<file path="config.mk">
export PLATFORM = sky130hd
export DESIGN_NAME = dma_trig_seq
export DESIGN_NICKNAME = d
export VERILOG_FILES = /design/src/rtl/dts_pkg.sv /design/src/rtl/dts_pend_gate.sv /design/src/rtl/dts_link_arm.sv /design/src/rtl/dts_counters.sv /design/src/rtl/dma_trig_seq.sv
export SDC_FILE = /design/constraint.sdc
export NUM_CORES = 1
export LEC_CHECK = 0
export BUFFER_PORTS_ARGS = -buffer_cell sky130_fd_sc_hd__buf_4
export CORE_MARGIN = 2
export CORE_UTILIZATION = 55
export DETAILED_ROUTE_END_ITERATION = 6
export PLACE_DENSITY = 0.78
export SETUP_SLACK_MARGIN = 0.1
export SLEW_MARGIN = 20
export SYNTH_ARGS = -nofsm -noshare
export SYNTH_HDL_FRONTEND = slang
export SYNTH_HIERARCHICAL = 1
export SYNTH_SLANG_ARGS = --single-unit
</file>
<file path="constraint.sdc">
create_clock -name clk -period 6.2 [get_ports clk]
set_clock_uncertainty 0.2 [all_clocks]
set_input_delay 0.62 -clock clk [delete_from_list [all_inputs] [get_ports clk]]
set_output_delay 0.62 -clock clk [all_outputs]
set_load 0.02 [all_outputs]
</file>
<file path="src/rtl/dts_pkg.sv">
package dts_pkg;

   // Sequencer state: waiting for a start, or issuing byte requests.
   typedef enum logic [0:0] {
      ST_IDLE = 1'b0,
      ST_XFER = 1'b1
   } dts_state_e;

   // Number of bits needed for a within-burst byte index.
   function automatic int burst_idx_w(input int bsel_w);
      int max_log;
      max_log = (1 << bsel_w) - 1;
      return (max_log > 0) ? max_log : 1;
   endfunction

endpackage

</file>
<file path="src/rtl/dts_pend_gate.sv">
// Single-entry trigger store: holds at most one trigger that could not
// start a transfer at once; surplus triggers are dropped.
module dts_pend_gate (
   input  logic clk,
   input  logic rst_n,
   input  logic chan_en,
   input  logic trig_in,
   input  logic start,
   output logic pend
);

   logic pend_q;

   always_ff @(posedge clk or negedge rst_n) begin
      if (!rst_n) begin
         pend_q <= 1'b0;
      end else if (!chan_en) begin
         pend_q <= 1'b0;
      end else if (start) begin
         // The held trigger (or the fresh one) is used now; a trigger in
         // the same cycle as a held one becomes the new held one.
         pend_q <= pend_q & trig_in;
      end else if (trig_in) begin
         pend_q <= 1'b1;
      end
   end

   assign pend = pend_q;

endmodule

</file>
<file path="src/rtl/dts_link_arm.sv">
// Double-buffer arming: at block end the channel disarms itself and
// announces to the partner; the partner's announcement re-arms it.
module dts_link_arm #(
   parameter int DBUF_SUPPORT = 1
) (
   input  logic clk,
   input  logic rst_n,
   input  logic dbuf_en,
   input  logic blk_end,
   input  logic link_in,
   output logic armed,
   output logic link_out
);

   generate
      if (DBUF_SUPPORT != 0) begin : g_link
         logic armed_q;
         logic link_q;

         always_ff @(posedge clk or negedge rst_n) begin
            if (!rst_n) begin
               armed_q <= 1'b1;
               link_q  <= 1'b0;
            end else begin
               link_q <= blk_end & dbuf_en;
               if (!dbuf_en || link_in) begin
                  armed_q <= 1'b1;
               end else if (blk_end) begin
                  armed_q <= 1'b0;
               end
            end
         end

         assign armed    = armed_q;
         assign link_out = link_q;
      end else begin : g_nolink
         logic unused_link;
         assign unused_link = clk ^ rst_n ^ dbuf_en ^ blk_end ^ link_in;
         assign armed    = 1'b1;
         assign link_out = 1'b0;
      end
   endgenerate

endmodule

</file>
<file path="src/rtl/dts_counters.sv">
// Byte-in-burst index and bytes-left-in-block counter.
module dts_counters #(
   parameter int LEN_W       = 16,
   parameter int BSEL_W      = 2,
   parameter int ZERO_IS_MAX = 1
) (
   input  logic              clk,
   input  logic              rst_n,
   input  logic              load_blk,
   input  logic              byte_ok,
   input  logic [LEN_W-1:0]  block_len,
   input  logic [BSEL_W-1:0] burst_sel,
   output logic              last_in_blk,
   output logic              last_in_burst
);

   localparam int MAX_LOG = (1 << BSEL_W) - 1;
   localparam int BCNT_W  = dts_pkg::burst_idx_w(BSEL_W);
   localparam int BLK_W   = LEN_W + 1;
   localparam logic [BCNT_W-1:0] IDX_ONES = '1;

   logic [BLK_W-1:0]  left_q;
   logic [BCNT_W-1:0] pos_q;
   logic [BLK_W-1:0]  load_val;
   logic [BSEL_W:0]   idx_shift;
   logic [BCNT_W-1:0] burst_last_idx;

   // Load value for a fresh block; the parameter picks how 0 is read.
   generate
      if (ZERO_IS_MAX != 0) begin : g_zero_full
         always_comb begin
            if (block_len == '0) begin
               load_val = BLK_W'(1) << LEN_W;
            end else begin
               load_val = {1'b0, block_len};
            end
         end
      end else begin : g_zero_one
         always_comb begin
            if (block_len == '0) begin
               load_val = BLK_W'(1);
            end else begin
               load_val = {1'b0, block_len};
            end
         end
      end
   endgenerate

   // Last byte index inside a burst: 2**burst_sel - 1.
   always_comb begin
      idx_shift      = (BSEL_W + 1)'(MAX_LOG) - {1'b0, burst_sel};
      burst_last_idx = IDX_ONES >> idx_shift;
   end

   assign last_in_blk   = (left_q == BLK_W'(1));
   assign last_in_burst = (pos_q == burst_last_idx);

   always_ff @(posedge clk or negedge rst_n) begin
      if (!rst_n) begin
         left_q <= '0;
      end else if (load_blk) begin
         left_q <= load_val;
      end else if (byte_ok) begin
         left_q <= left_q - BLK_W'(1);
      end
   end

   always_ff @(posedge clk or negedge rst_n) begin
      if (!rst_n) begin
         pos_q <= '0;
      end else if (byte_ok) begin
         if (last_in_burst || last_in_blk) begin
            pos_q <= '0;
         end else begin
            pos_q <= pos_q + BCNT_W'(1);
         end
      end else if (load_blk) begin
         pos_q <= '0;
      end
   end

endmodule

</file>
<file path="src/rtl/dma_trig_seq.sv">
module dma_trig_seq #(
   parameter int LEN_W        = 16,
   parameter int BSEL_W       = 2,
   parameter int ZERO_IS_MAX  = 1,
   parameter int DBUF_SUPPORT = 1
) (
   input  logic              clk,
   input  logic              rst_n,
   input  logic              chan_en,
   input  logic              trig_in,
   input  logic              mode_single,
   input  logic              mode_repeat,
   input  logic              dbuf_en,
   input  logic              link_in,
   input  logic [BSEL_W-1:0] burst_sel,
   input  logic [LEN_W-1:0]  block_len,
   input  logic              xfer_done,
   output logic              xfer_req,
   output logic              busy,
   output logic              blk_done,
   output logic              trig_pending,
   output logic              link_out,
   output logic              chan_on
);

   import dts_pkg::*;

   // Elaboration-time parameter checks.
   generate
      if (LEN_W < 2 || LEN_W > 24) begin : g_bad_len
         $error("dma_trig_seq: LEN_W out of range");
      end
      if (BSEL_W < 1 || BSEL_W > 3) begin : g_bad_bsel
         $error("dma_trig_seq: BSEL_W out of range");
      end
      if (ZERO_IS_MAX != 0 && ZERO_IS_MAX != 1) begin : g_bad_zero
         $error("dma_trig_seq: ZERO_IS_MAX must be 0 or 1");
      end
   endgenerate

   dts_state_e state_q, state_d;
   logic mid_blk_q, mid_blk_d;
   logic blk_done_q;

   logic pend;
   logic armed;
   logic en_ok;
   logic go;
   logic byte_ok;
   logic blk_end;
   logic brst_end;
   logic rpt_go;
   logic load_blk;
   logic last_in_blk;
   logic last_in_burst;
   logic in_xfer;

   assign in_xfer  = (state_q == ST_XFER);
   assign en_ok    = chan_en & armed;
   assign go       = (state_q == ST_IDLE) & en_ok & (pend | trig_in);
   assign byte_ok  = in_xfer & xfer_done;
   assign blk_end  = byte_ok & last_in_blk;
   assign brst_end = byte_ok & last_in_burst;
   assign rpt_go   = blk_end & mode_repeat & ~mode_single & chan_en & ~dbuf_en;
   assign load_blk = (go & ~mid_blk_q) | rpt_go;

   dts_pend_gate u_pend (
      .clk     (clk),
      .rst_n   (rst_n),
      .chan_en (chan_en),
      .trig_in (trig_in),
      .start   (go),
      .pend    (pend)
   );

   dts_link_arm #(
      .DBUF_SUPPORT (DBUF_SUPPORT)
   ) u_link (
      .clk      (clk),
      .rst_n    (rst_n),
      .dbuf_en  (dbuf_en),
      .blk_end  (blk_end),
      .link_in  (link_in),
      .armed    (armed),
      .link_out (link_out)
   );

   dts_counters #(
      .LEN_W       (LEN_W),
      .BSEL_W      (BSEL_W),
      .ZERO_IS_MAX (ZERO_IS_MAX)
   ) u_cnt (
      .clk           (clk),
      .rst_n         (rst_n),
      .load_blk      (load_blk),
      .byte_ok       (byte_ok),
      .block_len     (block_len),
      .burst_sel     (burst_sel),
      .last_in_blk   (last_in_blk),
      .last_in_burst (last_in_burst)
   );

   // Next-state logic.
   always_comb begin
      state_d   = state_q;
      mid_blk_d = mid_blk_q;
      unique case (state_q)
         ST_IDLE: begin
            if (go) begin
               state_d   = ST_XFER;
               mid_blk_d = 1'b1;
            end else if (!chan_en) begin
               // Abandon a single-shot block left half done.
               mid_blk_d = 1'b0;
            end
         end
         ST_XFER: begin
            if (blk_end) begin
               if (rpt_go) begin
                  state_d   = ST_XFER;
                  mid_blk_d = 1'b1;
               end else begin
                  state_d   = ST_IDLE;
                  mid_blk_d = 1'b0;
               end
            end else if (brst_end) begin
               if (!chan_en) begin
                  state_d   = ST_IDLE;
                  mid_blk_d = 1'b0;
               end else if (mode_single) begin
                  state_d   = ST_IDLE;
               end
            end
         end
         default: begin
            state_d   = ST_IDLE;
            mid_blk_d = 1'b0;
         end
      endcase
   end

   always_ff @(posedge clk or negedge rst_n) begin
      if (!rst_n) begin
         state_q    <= ST_IDLE;
         mid_blk_q  <= 1'b0;
         blk_done_q <= 1'b0;
      end else begin
         state_q    <= state_d;
         mid_blk_q  <= mid_blk_d;
         blk_done_q <= blk_end;
      end
   end

   assign xfer_req     = in_xfer;
   assign busy         = in_xfer | mid_blk_q;
   assign blk_done     = blk_done_q;
   assign trig_pending = pend;
   assign chan_on      = chan_en | in_xfer;

endmodule

</file>
== Yosys cells after proc, flatten, opt, wreduce, memory -nomap -nowiden ==
Cells that the tools add are included.
Word-level totals
  word-level logic and storage cells: 66
  register bits: 26
  input bits: 27
  output and inout port bits: 6
Cells by class
  reductions and logical operators: 6
  bitwise gates (word level): 21
  shift-type cells: 1
  muxes and demuxes: 23
  $add $sub $neg: 3
  equal/unequal tests: 4
Operator list (count)
  two-way mux 17 bit: 3
  equality test 17 x 1 -> 1 bit, second input constant: 1
  subtractor 17 x 1 -> 17 bit, second input constant: 1
  zero test 16 bit: 1
  two-way mux 1 bit: 15
  bitwise AND 1 bit: 13
  two-way mux 3 bit: 3
  != test 3 x 1 -> 1 bit, second input constant: 2
  inverter 1 bit: 4
  bitwise OR 1 bit: 4
  one-hot mux 1 bit (2 select lines): 2
  nonzero test 2 bit: 2
  adder 3 x 1 -> 3 bit, second input constant: 1
  equality test 3 bit: 1
  right shift 3 x 3 -> 3 bit, first input constant: 1
  subtractor 2 x 2 -> 3 bit, first input constant: 1
  logical OR 1 bit: 2
  zero test 1 bit: 1

== Logic depth before layout (Yosys ltp) ==
Gate-level depths: netlist of the first run.
  depth in word-level cells: 9
  gate-level depth with buffers: 13
  mapped depth without buffers: 12

== Cells and area by module ==
Netlist of the first run, hierarchy kept.
Modules (own cells, without submodules)
  dts_counters: cells an instance 138, sequential area each 500.5 um^2, area an instance 1232.4 um^2, instances 1
  dma_trig_seq: cells an instance 24, sequential area each 75.1 um^2, area an instance 198.9 um^2, instances 1
  dts_link_arm: cells an instance 5, sequential area each 51.3 um^2, area an instance 72.6 um^2, instances 1
  dts_pend_gate: cells an instance 5, sequential area each 25.0 um^2, area an instance 47.5 um^2, instances 1

== Least setup slack after synthesis of the first run ==
OpenSTA, ideal clock, no wires.
  kind: register -> register
  start: register u_cnt.left_q[5]
  end: register u_cnt.left_q[1]
  buffers on the path: 1
  required time: 5.875 ns
  data arrival time: 2.076 ns
  library setup time: 0.125 ns
  slack: 3.800 ns
  cell stages (with the launch flop): 10
  period minus slack after synthesis: 2.400 ns
  path through: dfrtp_1 -> nor4_4 -> nand4_1 -> inv_1 -> and3_1 -> nand2_1 -> o21ai_1 -> clkbuf_1 -> inv_1 -> mux2_2
Between the ends
  word-level cells in the longest chain between the ends: 8
  elaborated cells on any way between the ends: 9
  classes of those cells: 1 x eq/ne; 1 x mux; 6 x bitwise; 1 x reduce/logical
RTL lines
  start, declared: RTL line dts_counters.sv:22  | logic [BLK_W-1:0] left_q;
  start signal, assigned: RTL line dts_counters.sv:62  | left_q <= load_val;
  start signal, assigned: RTL line dts_counters.sv:64  | left_q <= left_q - BLK_W'(1);
  equality test 17 x 1 -> 1 bit *: RTL line dts_counters.sv:55  | assign last_in_blk = (left_q == BLK_W'(1));
  net last_in_blk: RTL line dma_trig_seq.sv:54  | logic last_in_blk;
  bitwise AND 1 bit *: RTL line dma_trig_seq.sv:62  | assign blk_end = byte_ok & last_in_blk;
  net blk_end: RTL line dma_trig_seq.sv:50  | logic blk_end;
  bitwise AND 1 bit * (4 in series): RTL line dma_trig_seq.sv:64  | assign rpt_go = blk_end & mode_repeat & ~mode_single & chan_en & ~dbuf_en;
  bitwise OR 1 bit *: RTL line dma_trig_seq.sv:65  | assign load_blk = (go & ~mid_blk_q) | rpt_go;
  net load_blk: RTL line dma_trig_seq.sv:53  | logic load_blk;
  two-way mux 17 bit / nonzero test 2 bit (equally long branches)
The timed path passes the listed nets; every way through them passes the cells marked *.
A chain may end at the register's enable or synchronous reset.

== Worst setup path in the final report of the first run ==
  start: register u_cnt.left_q[1]
  end: register u_cnt.left_q[1]
The elaborated chain is that of the path after synthesis.

==> results summary, run 1 <==
The final weighted congestion in routability-driven placement is 0.865. The number of vias per cell after detailed routing came out at 5.84. The floorplan step set the die height to about 57 microns. The transition time at the pin with the least slew margin is 0.518 ns.

The Yosys warning count is 6. For this run, the leading register cell type out of synthesis is sky130_fd_sc_hd__dfrtp_1. The number of hold buffers added after cts is 1. Measured along the x axis, the die boundary spans between 50 and 60 microns. The fraction of layout cells with a size suffix above 1 is between 20% and 30%. The total nets after synthesis came out at 202.

Global routing finished with a remaining overflow of 0. The total net switching power is ~280 uW. The ratio of final minimum period to clock period is 45.1%. Setup repair after global routing left no endpoint under its margin.

The met1 wire length came out at between 1000 and 1500 microns. The mean post-synth cell area is roughly 9.0 sq um. The worst-case headroom to the max-slew limit is roughly 65%. The full die area is roughly 0.0033 sq mm. After synthesis, the largest family of logic cells by area is simple AND/OR/NAND/NOR gates. The initial core utilization came out at about 57%. The number of H-tree branching levels is 1.

The cell count after synthesis came out at around 170. The part of the total power dissipated in the clock network is 16.5%. The number of flops mapped to enable cells by yosys is 0.

The post-DP HPWL came out at 2580 microns. The longest clock path from root to sink contains 2 buffers. The count of unique library cells instantiated by Yosys came out at 44. Of the total power, the share spent switching nets is approximately two fifths. The global routing usage summed across all routing layers is between 20 and 25%. The share of Yosys cell area claimed by the top area cell type came out at about 40%. The run finished with clean final reports. Of the total power, registers draw 44.9%. The final routed wire length divided by cell count is about 14 microns. The clock net in this run drives a total of 26 sinks. The post-route setup TNS came out at 0 ns. Entering global routing, the biggest net connects 29 pins. The count of standard-cell rows came out at 19. The simple logic cell fraction of the synthesized area is between 30% and 40%.

The internal power of the cells came out at roughly 430 uW. After synthesis, the cell types taking the most area are sky130_fd_sc_hd__dfrtp_1 (40%), sky130_fd_sc_hd__nand2_1 (5.8%), sky130_fd_sc_hd__o21ai_0 (5.5%), sky130_fd_sc_hd__xor2_1 (4.0%), sky130_fd_sc_hd__ha_1 (2.4%). The total DRC errors in the routed layout came out at 0. For this run, the register share of the synthesized area comes to ~42%. After detailed routing, the total wire length is 3400 microns. The multiplexer area fraction after synthesis is under 10%.

In this run the static leakage power is between 0.8 and 0.9 nW. The antenna diode count came out at 0. Of all flip-flops after synthesis, the portion carrying an async set or reset was 100%. The number of buffers created by CTS is 3.

The cell sitting at the root of the clock tree is a sky130_fd_sc_hd__clkbuf_4. The number of failing hold endpoints at the final stage is 0. The area of the mapped netlist is around 0.0016 sq mm. After layout, the design draws a total of a little over 700 uW. The met2 wire length came out at 1700 microns. In this run the top signal layer used is met4.

The worst setup path is of the register to register kind. The count of pins on the block boundary is 33. At the later pin of the worst-skew pair, clock insertion delay measures between 0.3 and 0.4 ns. The upper clock frequency limit is ~360 MHz. Setup violations remaining at the end of the flow were counted as 0. The top fanout value on the critical path came out at 28.

The count of nets left with antenna violations after detail routing came out at 0. Summing the areas of all fa, ha and maj instances in the mapped netlist gives between 2 and 2.5% of the synthesized area. The final cell count without fillers is ~240. The proportion of power drawn by combinational gates is about 39%. In the layout the commonest cells are sky130_fd_sc_hd__buf_4 (33), sky130_fd_sc_hd__dfrtp_1 (25), sky130_fd_sc_hd__nand2_1 (24), sky130_fd_sc_hd__o21ai_0 (17), sky130_fd_sc_hd__inv_1 (9). The startpoint type of the worst setup path is a register. The total number of vias is around 1.4k. TritonCTS built the clock tree. The post-synthesis register bit count is 26. The final worst slack came out at about 3.4 ns. Prior to clock tree synthesis, the placed netlist has a worst setup slack of 3.49 ns.

The number of placed instances, taps included is ~230. From synthesis to final layout, the design area changed by 21.5%. The count of maximum capacitance violations came out at 0. The worst hold path belongs to the class input port to register. The first-pass GRT wire length came out at between 5000 and 6000 microns. STA puts the critical path data required time at between 6 and 7 ns. STA classifies the critical path endpoint as a register. The maximum vdd ir drop came out at between 200 and 300 uV. The clock slew seen by the registers of the worst setup and hold paths came out at roughly 0.15 ns. The post-cts resize count is 0. The floorplan step defined a core boundary enclosing between 0.002 and 0.003 sq mm. The largest total area in the synthesized netlist belongs to sky130_fd_sc_hd__dfrtp_1. Cells fill between 60% and 70% of the core in the end. STA puts the critical path data arrival time at 2.83 ns. The total met3 wirelength after detailed routing came out at about 190 microns.

The via count of the first global-routing pass came out at about 1.4k. The violation count after the first detailed-route iteration is 80. The total setup buffers inserted after CTS is 0. The initial antenna violation count is 0. For this run, the post-layout net count is 237. Of the total synthesized cell area, the portion taken by XOR and XNOR cells is 6.21%. The total power divided by cell area is 377 mW/mm^2. The library cell used most frequently in the layout, excluding fill and tap cells, is sky130_fd_sc_hd__buf_4. The number of search-and-repair iterations in the first detailed-routing pass came out at 4. The minimum period implied by the final worst setup slack came out at roughly 2.8 ns.

The count of input and output buffers came out at 32. The number of pins exceeding their max-slew limit in the final report is 0. The fraction of the mapped netlist area in compound gates came out at 12.6%.
[worst max-delay path, stage by stage, from the launching register on]
cell	delay, ns
sky130_fd_sc_hd__dfrtp_1	0.42
sky130_fd_sc_hd__inv_1	0.11
sky130_fd_sc_hd__ha_1	0.16
sky130_fd_sc_hd__nor4b_1	0.39
sky130_fd_sc_hd__nand4_1	0.14
sky130_fd_sc_hd__inv_1	0.11
sky130_fd_sc_hd__and3_1	0.20
sky130_fd_sc_hd__nand2_1	0.08
sky130_fd_sc_hd__o21ai_1	0.09
sky130_fd_sc_hd__buf_4	0.27
sky130_fd_sc_hd__inv_1	0.20
sky130_fd_sc_hd__mux2_2	0.32
[cells in the mapped netlist (4+ instances only)]
cell type	count
sky130_fd_sc_hd__dfrtp_1	25
sky130_fd_sc_hd__nand2_1	24
sky130_fd_sc_hd__o21ai_0	17
sky130_fd_sc_hd__inv_1	9
sky130_fd_sc_hd__nor2_1	8
sky130_fd_sc_hd__nand3_1	7
sky130_fd_sc_hd__xor2_1	7
sky130_fd_sc_hd__nand4_1	5
sky130_fd_sc_hd__nor3_1	5
sky130_fd_sc_hd__nor4_1	5
sky130_fd_sc_hd__clkbuf_1	4
sky130_fd_sc_hd__nor2b_1	4
sky130_fd_sc_hd__xnor2_1	4
[through the flow]
stage          hold WS [ns]  area, sq um
3_3_place_gp          0.315         1820
2_1_floorplan         0.124         1550
3_5_place_dp          0.317         1820
4_1_cts               0.236         1890
5_1_grt               0.240         1890
6_report              0.250         1890
[final timing paths]
kind / start / to / slack [ns] / cells past startpoint
worst min register to register: u_link/armed / u_link/armed / 0.34 / 2
worst min-delay path: dbuf_en / u_link/armed / 0.25 / 2
worst max register to register: u_cnt/left_q[1] / u_cnt/left_q[1] / 3.40 / 11
worst max-delay path: u_cnt/left_q[1] / u_cnt/left_q[1] / 3.40 / 11
max in group asynchronous: rst_n / u_link/armed / 4.99 / 2
min in group asynchronous: rst_n / u_cnt/left_q[1] / 0.52 / 2
[power by group through the flow]
| stage | sequential, mW | combinational (mW) | clock, mW |
|---|---|---|---|
| after global routing | 0.330 | 0.309 | 0.125 |
| after detailed placement | 0.321 | 0.271 | 0 |
| after floorplan | 0.307 | 0.196 | 0 |
| after CTS | 0.318 | 0.274 | 0.120 |
| after global placement | 0.316 | 0.260 | 0 |
| final | 0.319 | 0.274 | 0.117 |
[flip-flops by register name, summed over array words and instances, names as in the netlist]
register	flops
blk_done	1
mid_blk_q	1
u_cnt/left_q	17
u_cnt/pos_q	3
u_link/armed	1
u_link/link_out	1
u_pend/pend	1
xfer_req	1
[routing by layer]
layer,up-vias,track usage [%]
met4,0,8.31
met5,-,0
met3,2,2.72
met2,44,39.6
li1,682,-
met1,657,28.5
[kinds of logic after synthesis]
group / Yosys count
AND/OR/NAND/NOR: 85
buffers and inverters: 13
adder cells (fa/ha/maj): 3
multiplexers: 2
AO/OA/AOI/OAI: 32
XOR/XNOR: 11
flip-flops: 26
[area by class of cell]
cell class / count / area, sq um
multi-input combinational: 133 / 851
fill: 221 / 825
sequential: 26 / 652
timing repair buffer: 34 / 258
tap: 31 / 38.8
inverter: 9 / 33.8
clock inverter: 1 / 30.0
clock buffer: 3 / 22.5
(Power assumes the default switching activity.)
==> run 2: changes to the inputs <==
CORE_UTILIZATION = 48   (was 55)
PLACE_DENSITY = 0.72   (was 0.78)
clock period = 2.3 ns   (was 6.2 ns; I/O delays follow)
==> results summary, run 2 (synthesis results as in run 1) <==
The run finished with clean final reports. The register name with the most flops is u_cnt/left_q. The tree built by TritonCTS fans out to 26 sinks. The antenna diode count came out at 0.

After clock tree synthesis, the clock-pin slew on the worst setup and hold paths is between 0.1 and 0.15 ns. Compared with the post-synthesis result, the final layout area differs by 54.0%. The proportion of power drawn by combinational gates came out at roughly half. The net switching share of the total power came out at between 30% and 40%. Dividing total power by cell area gives a power density of roughly 940 mW/mm^2.

Leaving out fill and tap cells, the most frequent cells in the layout are sky130_fd_sc_hd__buf_4 (51), sky130_fd_sc_hd__dfrtp_1 (25), sky130_fd_sc_hd__nand2_1 (23), sky130_fd_sc_hd__dlygate4sd3_1 (21), sky130_fd_sc_hd__o21ai_0 (14). The critical path is of the register to register type. Buffers placed on the I/O ports in this run total 32. The count of maximum capacitance violations is 0.

The minimum period implied by the final worst setup slack is 2.16 ns. The fraction of layout cells with a size suffix above 1 came out at about a third. The number of H-tree branching levels came out at 1. The placeable core area is a little over 0.003 sq mm. The part of the total power dissipated in the clock network is 13.7%. The total wire length came out at between 4000 and 5000 microns. In this run the worst path has a maximum fanout of 5.

The number of pins exceeding their max-slew limit in the final report came out at 0. The instance area after placement came out at 0.00197 sq mm. The critical path arrival is ~2.2 ns. The vertical die dimension is 60.9 microns. The final setup violation count came out at 0.

The leakage power total is roughly 1.1 nW. Global routing used approximately 24% of the available tracks across all layers. In the final layout, the registers with the most flip-flops are u_cnt/left_q (17), u_cnt/pos_q (3).

The flip-flop count of the largest register, all copies and words added came out at 17. The number of failing hold endpoints at the final stage came out at 0. The horizontal die dimension came out at between 60 and 70 microns. The cell depth of the worst hold path came out at 4. The overall overflow remaining after global route came out at 0. Leaving out fill and tap cells, the most frequent cell in the layout is sky130_fd_sc_hd__buf_4. The number of search-and-repair iterations in the first detailed-routing pass came out at 4. Detailed placement ended at an HPWL of around 3000 microns. In the final design database the tool counted ~280 nets. The worst path meets setup with about 0.14 ns of slack. The longest clock path from root to sink contains 2 buffers.

Internal power comes to 1.38 mW. The count of pins on the block boundary is 33. The first-pass GRT wire length came out at ~6500 microns. The final weighted congestion in routability-driven placement is 0.857. At the pin with the least slew margin, the transition time is approximately 0.4 ns. The worst-case headroom to the max-slew limit is ~73%.

The violation count after the first detailed-route iteration is 79. The min-delay analysis places its worst path in the category input port to register. The ratio of final minimum period to clock period came out at 94.1%. The number of vias per cell after detailed routing came out at 5.29. The worst reg2reg path depth is 11. The detail route stage leaves a number of antenna-violating nets equal to 0. In the routed design, unresolved DRC markers number 0. The tree is rooted in a sky130_fd_sc_hd__clkbuf_4.

Setup repair after global routing could not meet its margin everywhere. The analysis attributes to net switching a power of 878 uW. The upper clock frequency limit is between 400 and 500 MHz. Entering global routing, the biggest net connects 27 pins. The count of standard-cell rows is 20. Once the floorplan was initialized, standard cells occupied 50.8% of the core. The routed layout has ~1.6k vias. The number of buffers created by CTS is 3. The clock tree from TritonCTS is built. The final routed wire length divided by cell count is approximately 15 microns. The worst endpoint required time came out at ~2.4 ns. VDD sags by at most about 650 uV.

The part of the power in registers is a little under two fifths. The worst hold margin came out at approximately 0.055 ns. The post-route setup TNS came out at 0 ns. The initial antenna violation count came to 0. The full die area came out at approximately 0.0037 sq mm. The via count of the first global-routing pass is 1470.

The minimum setup slack after placement is -0.111 ns. The worst setup path is launched from a register. The element type at the critical path end is a register. The final standard cell area without fillers is 0.00239 sq mm. The clock latency reported for the late side of the worst-skew pair came out at between 0.3 and 0.4 ns.
==> run 2: final cells by class <==
| type | instances | area [sq um] |
|---|---|---|
| repair buffers | 78 | 661 |
| fillers | 217 | 664 |
| multi-input cells | 133 | 935 |
| clock buffers | 3 | 22.5 |
| inverters | 9 | 33.8 |
| well taps | 44 | 55.1 |
| clock inverters | 1 | 30.0 |
| flip-flops and latches | 26 | 652 |
==> run 2: final timing paths <==
check / start / to / slack, ns
min in group asynchronous: rst_n / u_cnt/pos_q[0] / 0.14
min: mode_single / xfer_req / 0.06
max in group asynchronous: rst_n / u_link/armed / 1.45
max reg2reg: u_cnt/left_q[1] / u_cnt/left_q[15] / 0.14
min reg2reg: u_link/armed / u_link/armed / 0.34
max: u_cnt/left_q[1] / u_cnt/left_q[15] / 0.14
==> run 2: routing by layer <==
layer  track usage [%]  vias up  wire, microns
met5                 0        -              0
met4              8.39        0             59
met3              2.56        6            128
met2              46.5       36           2400
met1              26.8      743           1740
li1                  -      771              -
==> run 2: stage by stage <==
stage          util (%)  cells  power [mW]
2_1_floorplan         -    172        1.36
3_3_place_gp       64.6    262        1.73
3_5_place_dp       64.6    262        1.77
4_1_cts            75.2    291        2.16
5_1_grt            78.2    294        2.42
6_report           78.2    294        2.26
==> run 2: power groups by stage <==
| stage | clock, mW | combinational, mW | sequential, mW |
|---|---|---|---|
| floorplan | 0 | 0.534 | 0.829 |
| global placement | 0 | 0.924 | 0.801 |
| detailed placement | 0 | 0.959 | 0.814 |
| CTS | 0.321 | 1.02 | 0.812 |
| global route | 0.337 | 1.23 | 0.853 |
| finish | 0.308 | 1.11 | 0.833 |
==> run 2: critical path, stage by stage (launching register included) <==
cell,delay (ns)
sky130_fd_sc_hd__dfrtp_1,0.40
sky130_fd_sc_hd__inv_2,0.07
sky130_fd_sc_hd__ha_4,0.15
sky130_fd_sc_hd__nor4b_4,0.12
sky130_fd_sc_hd__nand4_1,0.08
sky130_fd_sc_hd__inv_1,0.05
sky130_fd_sc_hd__and3_4,0.18
sky130_fd_sc_hd__nand2_4,0.07
sky130_fd_sc_hd__o21ai_4,0.08
sky130_fd_sc_hd__buf_6,0.13
sky130_fd_sc_hd__or4b_4,0.50
sky130_fd_sc_hd__nand3_2,0.07
==> run 2: timing repair <==
item                                    CTS  global route
pin swaps                                 2             4
buffers inserted                          4             3
endpoints found under the hold margin    44             0
endpoints found under the setup margin   20            14
hold buffers                             21             0
gates resized for setup                   8            19
gates cloned                              0             0
